==> src/rtl/pit_chan_pkg.sv <==
package pit_chan_pkg;
  localparam int MODE_W = 3;

  typedef enum logic [MODE_W-1:0] {
    MD_TC_IRQ  = 3'd0,
    MD_ONESHOT = 3'd1,
    MD_RATE    = 3'd2,
    MD_SQUARE  = 3'd3,
    MD_SW_STB  = 3'd4,
    MD_HW_STB  = 3'd5
  } pit_mode_e;

  // codes 6/7 alias the periodic modes
  function automatic pit_mode_e decode_mode(input logic [MODE_W-1:0] code);
    if (code[1]) return pit_mode_e'({1'b0, code[1:0]});
    return pit_mode_e'(code);
  endfunction
endpackage

==> src/rtl/pit_dec.sv <==
module pit_dec #(
  parameter int W = 16
) (
  input  logic [W-1:0] val_i,
  input  logic         bcd_i,
  output logic [W-1:0] val_o
);
  localparam int ND = W / 4;

  logic [ND-1:0] brw;
  logic [W-1:0]  bcd_v;

  assign brw[0] = 1'b1;

  for (genvar g = 0; g < ND; g++) begin : g_dig
    logic [3:0] d;
    assign d = val_i[4*g +: 4];
    assign bcd_v[4*g +: 4] = !brw[g] ? d : ((d == 4'd0) ? 4'd9 : d - 4'd1);
    if (g < ND - 1) begin : g_brw
      assign brw[g+1] = brw[g] & (d == 4'd0);
    end
  end

  assign val_o = bcd_i ? bcd_v : val_i - W'(1);
endmodule

==> src/rtl/pit_gate_edge.sv <==
module pit_gate_edge (
  input  logic clk_i,
  input  logic rst_ni,
  input  logic gate_i,
  output logic rise_o
);
  logic gate_q;

  always_ff @(posedge clk_i or negedge rst_ni) begin
    if (!rst_ni) gate_q <= 1'b0;
    else         gate_q <= gate_i;
  end

  assign rise_o = gate_i & ~gate_q;
endmodule

==> src/rtl/pit_chan_ctrl.sv <==
module pit_chan_ctrl
  import pit_chan_pkg::*;
#(
  parameter int W = 16
) (
  input  logic              clk_i,
  input  logic              rst_ni,
  input  logic              tick_i,
  input  logic              gate_i,
  input  logic              gate_rise_i,
  input  logic              mode_wr_i,
  input  logic [MODE_W-1:0] mode_i,
  input  logic              bcd_i,
  input  logic              load_i,
  input  logic [W-1:0]      count_i,
  output logic [W-1:0]      cnt_o,
  output logic              out_o
);
  localparam logic [W-1:0] ONE = W'(1);
  localparam logic [W-1:0] TWO = W'(2);

  pit_mode_e   mode_q, mode_new;
  logic [W-1:0] cnt_q, reload_q, dec1, dec2;
  logic bcd_q, out_q, loaded_q, st_pend_q, run_q, trig_q, strobe_q;
  logic last1, last2, periodic, can_trig;

  pit_dec #(.W(W)) u_dec1 (.val_i(cnt_q), .bcd_i(bcd_q), .val_o(dec1));
  pit_dec #(.W(W)) u_dec2 (.val_i(dec1),  .bcd_i(bcd_q), .val_o(dec2));

  assign mode_new = decode_mode(mode_i);
  assign last1    = (cnt_q == ONE);
  assign last2    = (cnt_q == TWO);
  assign periodic = (mode_q == MD_RATE) || (mode_q == MD_SQUARE);
  assign can_trig = trig_q & loaded_q;

  always_ff @(posedge clk_i or negedge rst_ni) begin
    if (!rst_ni) begin
      mode_q    <= MD_TC_IRQ;
      bcd_q     <= 1'b0;
      cnt_q     <= '0;
      reload_q  <= '0;
      out_q     <= 1'b0;
      loaded_q  <= 1'b0;
      st_pend_q <= 1'b0;
      run_q     <= 1'b0;
      trig_q    <= 1'b0;
      strobe_q  <= 1'b0;
    end else if (mode_wr_i) begin
      mode_q    <= mode_new;
      bcd_q     <= bcd_i;
      cnt_q     <= '0;
      out_q     <= (mode_new != MD_TC_IRQ);
      loaded_q  <= 1'b0;
      st_pend_q <= 1'b0;
      run_q     <= 1'b0;
      trig_q    <= 1'b0;
      strobe_q  <= 1'b0;
    end else begin
      trig_q <= gate_rise_i | (trig_q & ~tick_i);

      if (tick_i) begin
        if (strobe_q) begin
          out_q    <= 1'b1;
          strobe_q <= 1'b0;
        end
        case (mode_q)
          MD_TC_IRQ, MD_SW_STB: begin
            if (st_pend_q) begin
              cnt_q     <= reload_q;
              run_q     <= 1'b1;
              st_pend_q <= 1'b0;
            end else if (run_q && gate_i) begin
              cnt_q <= dec1;
              if (last1) begin
                run_q <= 1'b0;
                if (mode_q == MD_TC_IRQ) begin
                  out_q <= 1'b1;
                end else begin
                  out_q    <= 1'b0;
                  strobe_q <= 1'b1;
                end
              end
            end
          end
          MD_ONESHOT, MD_HW_STB: begin
            if (can_trig) begin
              cnt_q <= reload_q;
              run_q <= 1'b1;
              if (mode_q == MD_ONESHOT) out_q <= 1'b0;
            end else if (run_q) begin
              cnt_q <= dec1;
              if (last1) begin
                run_q <= 1'b0;
                if (mode_q == MD_ONESHOT) begin
                  out_q <= 1'b1;
                end else begin
                  out_q    <= 1'b0;
                  strobe_q <= 1'b1;
                end
              end
            end
          end
          default: begin
            if (gate_i) begin
              if (st_pend_q || can_trig) begin
                cnt_q     <= reload_q;
                out_q     <= 1'b1;
                run_q     <= 1'b1;
                st_pend_q <= 1'b0;
              end else if (run_q) begin
                if (mode_q == MD_RATE) begin
                  if (last1) begin
                    cnt_q <= reload_q;
                    out_q <= 1'b1;
                  end else begin
                    cnt_q <= dec1;
                    if (last2) out_q <= 1'b0;
                  end
                end else if (last1 || last2) begin
                  // odd N: low half reloads N-1
                  out_q <= ~out_q;
                  cnt_q <= out_q ? (reload_q & ~ONE) : reload_q;
                end else begin
                  cnt_q <= dec2;
                end
              end
            end
          end
        endcase
      end

      if (periodic && !gate_i) out_q <= 1'b1;

      if (load_i) begin
        reload_q <= count_i;
        loaded_q <= 1'b1;
        case (mode_q)
          MD_TC_IRQ: begin
            out_q     <= 1'b0;
            st_pend_q <= 1'b1;
            run_q     <= 1'b0;
          end
          MD_SW_STB: begin
            st_pend_q <= 1'b1;
            run_q     <= 1'b0;
          end
          MD_RATE, MD_SQUARE: begin
            if (!run_q) st_pend_q <= 1'b1;
          end
          default: ;
        endcase
      end
    end
  end

  assign cnt_o = cnt_q;
  assign out_o = out_q;
endmodule

==> src/rtl/pit_chan.sv <==
module pit_chan
  import pit_chan_pkg::*;
#(
  parameter int CNT_W = 16
) (
  input  logic              clk_i,
  input  logic              rst_ni,
  input  logic              cnt_en_i,
  input  logic              gate_i,
  input  logic              mode_wr_i,
  input  logic [MODE_W-1:0] mode_i,
  input  logic              bcd_i,
  input  logic              load_i,
  input  logic [CNT_W-1:0]  count_i,
  output logic [CNT_W-1:0]  count_o,
  output logic              out_o
);
  logic gate_rise;

  pit_gate_edge u_gate (
    .clk_i  (clk_i),
    .rst_ni (rst_ni),
    .gate_i (gate_i),
    .rise_o (gate_rise)
  );

  pit_chan_ctrl #(.W(CNT_W)) u_ctrl (
    .clk_i       (clk_i),
    .rst_ni      (rst_ni),
    .tick_i      (cnt_en_i),
    .gate_i      (gate_i),
    .gate_rise_i (gate_rise),
    .mode_wr_i   (mode_wr_i),
    .mode_i      (mode_i),
    .bcd_i       (bcd_i),
    .load_i      (load_i),
    .count_i     (count_i),
    .cnt_o       (count_o),
    .out_o       (out_o)
  );
endmodule

==> config.mk <==
export PLATFORM = sky130hd
export DESIGN_NAME = pit_chan
export DESIGN_NICKNAME = d
export VERILOG_FILES = /design/src/rtl/pit_chan_pkg.sv /design/src/rtl/pit_dec.sv /design/src/rtl/pit_gate_edge.sv /design/src/rtl/pit_chan_ctrl.sv /design/src/rtl/pit_chan.sv
export SDC_FILE = /design/constraint.sdc
export NUM_CORES = 1
export LEC_CHECK = 0
export BUFFER_PORTS_ARGS = -buffer_cell sky130_fd_sc_hd__clkbuf_2
export CELL_PAD_IN_SITES_DETAIL_PLACEMENT = 2
export CELL_PAD_IN_SITES_GLOBAL_PLACEMENT = 2
export CORE_ASPECT_RATIO = 2
export CORE_MARGIN = 8
export CORE_UTILIZATION = 30
export DETAILED_ROUTE_END_ITERATION = 10
export PLACE_DENSITY = 0.78
export SLEW_MARGIN = 20
export SYNTH_ARGS = -nofsm -noshare
export SYNTH_HDL_FRONTEND = slang
export SYNTH_SLANG_ARGS = --single-unit
==> constraint.sdc <==
create_clock -name clk_i -period 3.5 [get_ports clk_i]
set_clock_uncertainty 0.05 [all_clocks]
set_input_delay 0.525 -clock clk_i [delete_from_list [all_inputs] [get_ports clk_i]]
set_output_delay 0.525 -clock clk_i [all_outputs]
set_load 0.005 [all_outputs]
==> results.py <==
metrics = {
    "clock_network": {
        "root_buffer": "clkbuf_16",
        "cts_buffer_depth": 2,
        "cts_buffers": 5,
        "htree_levels": 2,
        "clock_latency_ns": 0.30,
        "cts_tree": "yes",
        "cts_sinks": 43,
        "cts.clk_slew.worst_paths_ns": 0.07,
    },
    "power_and_ir_drop": {
        "total_power_mw": 2.50,
        "power.density_nw_per_um2": 534,
        "p_leak_nw": 1.97,
        "vdd_drop_max_uv": 326,
    },
    "final_layout": {
        "fin_nets": 580,
        "diodes": 0,
        "drive_gt1_share_pct": 23.8,
        "syn2layout_area_growth_pct": 17.6,
    },
    "synth": {
        "synth-main-ff-cell": "dfrtp_1",
        "synth-seq-area-share_pct": 27.0,
        "netlist_area_um2": 3990,
        "async_flop_share_pct": 100,
        "yosys_warnings": 0,
        "synth_nets": 530,
        "synth_edf_count": 0,
        "synth_top_area_cell": "dfrtp_1",
        "synthCells": 500,
        "synth_top_area_share_pct": 27.0,
        "ys_top_cells_by_area": "dfrtp_1 27%, mux2_2 5.1%, nand2_1 4.4%",
        "avgSynthCellArea_um2": 7.97,
        "ys_seq_elements": 43,
        "synth_cell_types": 77,
    },
    "die": {
        "die_x_um": 97.5,
        "start_util_pct": 30.7,
        "rows": 59,
        "die_y_um": 179,
        "ioPinCount": 43,
        "die_area_um2": 17500,
        "core_um2": 13000,
    },
    "setup_path": {
        "critical_path_class": "reg -> reg",
        "crit_required_ns": 3.63,
        "cpPeakStageDelay_ns": 0.38,
        "cp.depth": 11,
        "reg2reg_depth": 11,
        "arrival_ns": 3.38,
        "crit_start": "u_ctrl.cnt_o[0]$_DFFE_PN0P_",
        "cp.buffers_inverters": 2,
        "startpoint_type": "register",
        "path_delay_family": "compound AO/OA/AOI/OAI gates",
        "path_cells": "inv_1 -> ha_2 -> nor3b_2 -> buf_4 -> nand2_1 -> mux2_2 -> mux2_2 -> o21ai_0 -> nor3_1 -> a221oi_1 -> nand2_1",
        "timing.rr.end": "u_ctrl.cnt_o[6]$_DFFE_PN0P_",
        "reg2reg_from": "u_ctrl.cnt_o[0]$_DFFE_PN0P_",
        "rrSetupSlack_ns": 0.25,
        "worst_setup_path_end_kind": "register",
        "critical-path-slowest-cell": "dfrtp_1",
        "cp_max_fo": 11,
    },
    "routing": {
        "vias_per_cell": 6.37,
        "drt-met1-wl_um": 6530,
        "drt-wirelength-per-cell_um": 27.5,
        "drt_wl_total_um": 19300,
        "num_vias": 4481,
        "ant_nets": 0,
        "drc": 0,
        "met2_length_um": 10600,
        "wl_met3_um": 646,
        "drt-pass1-iter-count": 4,
        "drt-initial-drc-count": 170,
        "maxUsedRoutingLayer": "met4",
    },
    "timing": {
        "slew_viol_final": 0,
        "setup_tns_ns": 0,
        "period_needed_ns": 3.25,
        "final.period_utilization_pct": 92.8,
        "grt_setup_unrepaired": "no",
        "tightestPinTransition_ns": 1.02,
        "hold_violations": 0,
        "final-setup-viol-count": 0,
        "fmax_ghz": 0.308,
        "relSlewSlack_pct": 31.4,
    },
    "run": {
        "maxCapViolations": 0,
    },
    "placed_design": {
        "port_buffers": 42,
        "gp_congestion": 0.969,
        "dp_hpwl_um": 15200,
    },
    "grt": {
        "antenna_found_initial": 0,
        "gr-usage-all-layers_pct": 22.3,
        "grt_pass1_wl_um": 30400,
        "overflow": 0,
        "grt_pass1_vias": 5208,
        "grt_max_degree": 34,
    },
    "worst_hold_path": {
        "hp-class": "in -> async",
    },
    "run_status": {
        "outcome": "complete, no violations",
    },
}
[logic make-up (layout without fill, tap and decap cells)]
kind of cell    Yosys count  after routing  synth area share, %
buf+inv                  52            103                 5.37
simple gates            184            184                 23.8
xor+xnor                 17             17                 3.92
compound gates          172            172                 31.0
flops                    43             43                 27.0
mux                      28             28                 7.66
fa+ha+maj                 4              4                 1.26
[worst max path at each step]
stage	slack (ns)	endpoint
floorplan	0.52	u_ctrl.cnt_o[13]$_DFFE_PN0P_
global placement	0.31	u_ctrl.cnt_o[10]$_DFFE_PN0P_
detailed placement	0.21	u_ctrl.cnt_o[10]$_DFFE_PN0P_
CTS	0.11	u_ctrl.cnt_o[10]$_DFFE_PN0P_
global route	0.08	u_ctrl.cnt_o[14]$_DFFE_PN0P_
finish	0.25	u_ctrl.cnt_o[6]$_DFFE_PN0P_
[through the flow]
stage / hold WS, ns / utilization, % / area (um^2) / setup WS (ns) / cells
after floorplan: 0.179 / - / 3990 / 0.518 / 500
after global placement: 0.483 / 34.9 / 4530 / 0.314 / 695
after detailed placement: 0.503 / 34.9 / 4530 / 0.213 / 695
after CTS: 0.316 / 36.0 / 4680 / 0.106 / 703
after global routing: 0.363 / 36.1 / 4680 / 0.0767 / 703
final: 0.293 / 36.1 / 4680 / 0.251 / 703
[power by group]
group | internal (mW) | leakage (nW) | total [mW] | switching, mW
logic | 0.505 | 1.35 | 1.36 | 0.859
clock network | 0.272 | 0.0748 | 0.500 | 0.229
registers | 0.550 | 0.547 | 0.639 | 0.0887
[cells in the final DEF (no fill, tap or decap), types with 5 or more instances in the layout]
cell type / instances
a211oi_1: 6
or2_2: 5
mux2i_1: 8
nor2b_1: 8
nor2_1: 46
a32o_1: 5
xnor2_1: 12
o21ai_0: 26
nor3_1: 14
a31oi_1: 8
nand2_1: 47
clkbuf_16: 5
o211ai_1: 8
nand3_1: 13
a22oi_1: 6
buf_4: 41
dfrtp_1: 43
nor4_1: 8
clkbuf_2: 42
o21ai_1: 12
inv_1: 12
mux2_2: 18
nand2b_1: 8
a21oi_1: 35
o22ai_1: 8
o221ai_1: 7
[Yosys cell counts, types with 5 or more instances]
| cell type | instances |
|---|---|
| a22oi_1 | 6 |
| nand2_1 | 47 |
| mux2_2 | 18 |
| xnor2_1 | 12 |
| nand2b_1 | 8 |
| o21ai_0 | 26 |
| or2_2 | 5 |
| a211oi_1 | 6 |
| nor2_1 | 46 |
| nand3_1 | 13 |
| nor3_1 | 14 |
| o221ai_1 | 7 |
| nor4_1 | 9 |
| o22ai_1 | 8 |
| dfrtp_1 | 43 |
| a31oi_1 | 8 |
| o21ai_1 | 12 |
| a21oi_1 | 35 |
| inv_1 | 12 |
| a32o_1 | 5 |
| nor2b_1 | 8 |
| o211ai_1 | 8 |
| clkbuf_1 | 30 |
| mux2i_1 | 8 |
[state kept, by name, indices dropped and copies added, names as in the netlist]
signal	cells
u_ctrl.reload_q	16
u_ctrl.run_q	1
u_ctrl.st_pend_q	1
u_ctrl.strobe_q	1
u_ctrl.cnt_o	16
u_ctrl.loaded_q	1
u_gate.gate_q	1
u_ctrl.out_o	1
u_ctrl.bcd_q	1
u_ctrl.trig_q	1
u_ctrl.mode_q	3
[layout make-up]
class                           count  area (um^2)
Fill cell                        1540         8310
Multi-Input combinational cell    405         2700
Sequential cell                    43         1080
Timing Repair Buffer               83          518
Tap cell                          152          190
Clock buffer                        5          125
Inverter                           12         45.0
Clock inverter                      3         26.3
[metal layers]
layer | global-route usage (%) | vias up
li1 | - | 1978
met5 | 0 | -
met1 | 20.3 | 2259
met2 | 42.7 | 160
met4 | 18.2 | 0
met3 | 3.09 | 84
[timing repair]
action | in CTS | in global routing
hold buffers | 0 | 0
endpoints found under the hold margin | 0 | 0
resized for setup | 0 | 1
setup endpoints to repair | 0 | 1
setup buffers | 0 | 0
(Power assumes the default switching activity.)
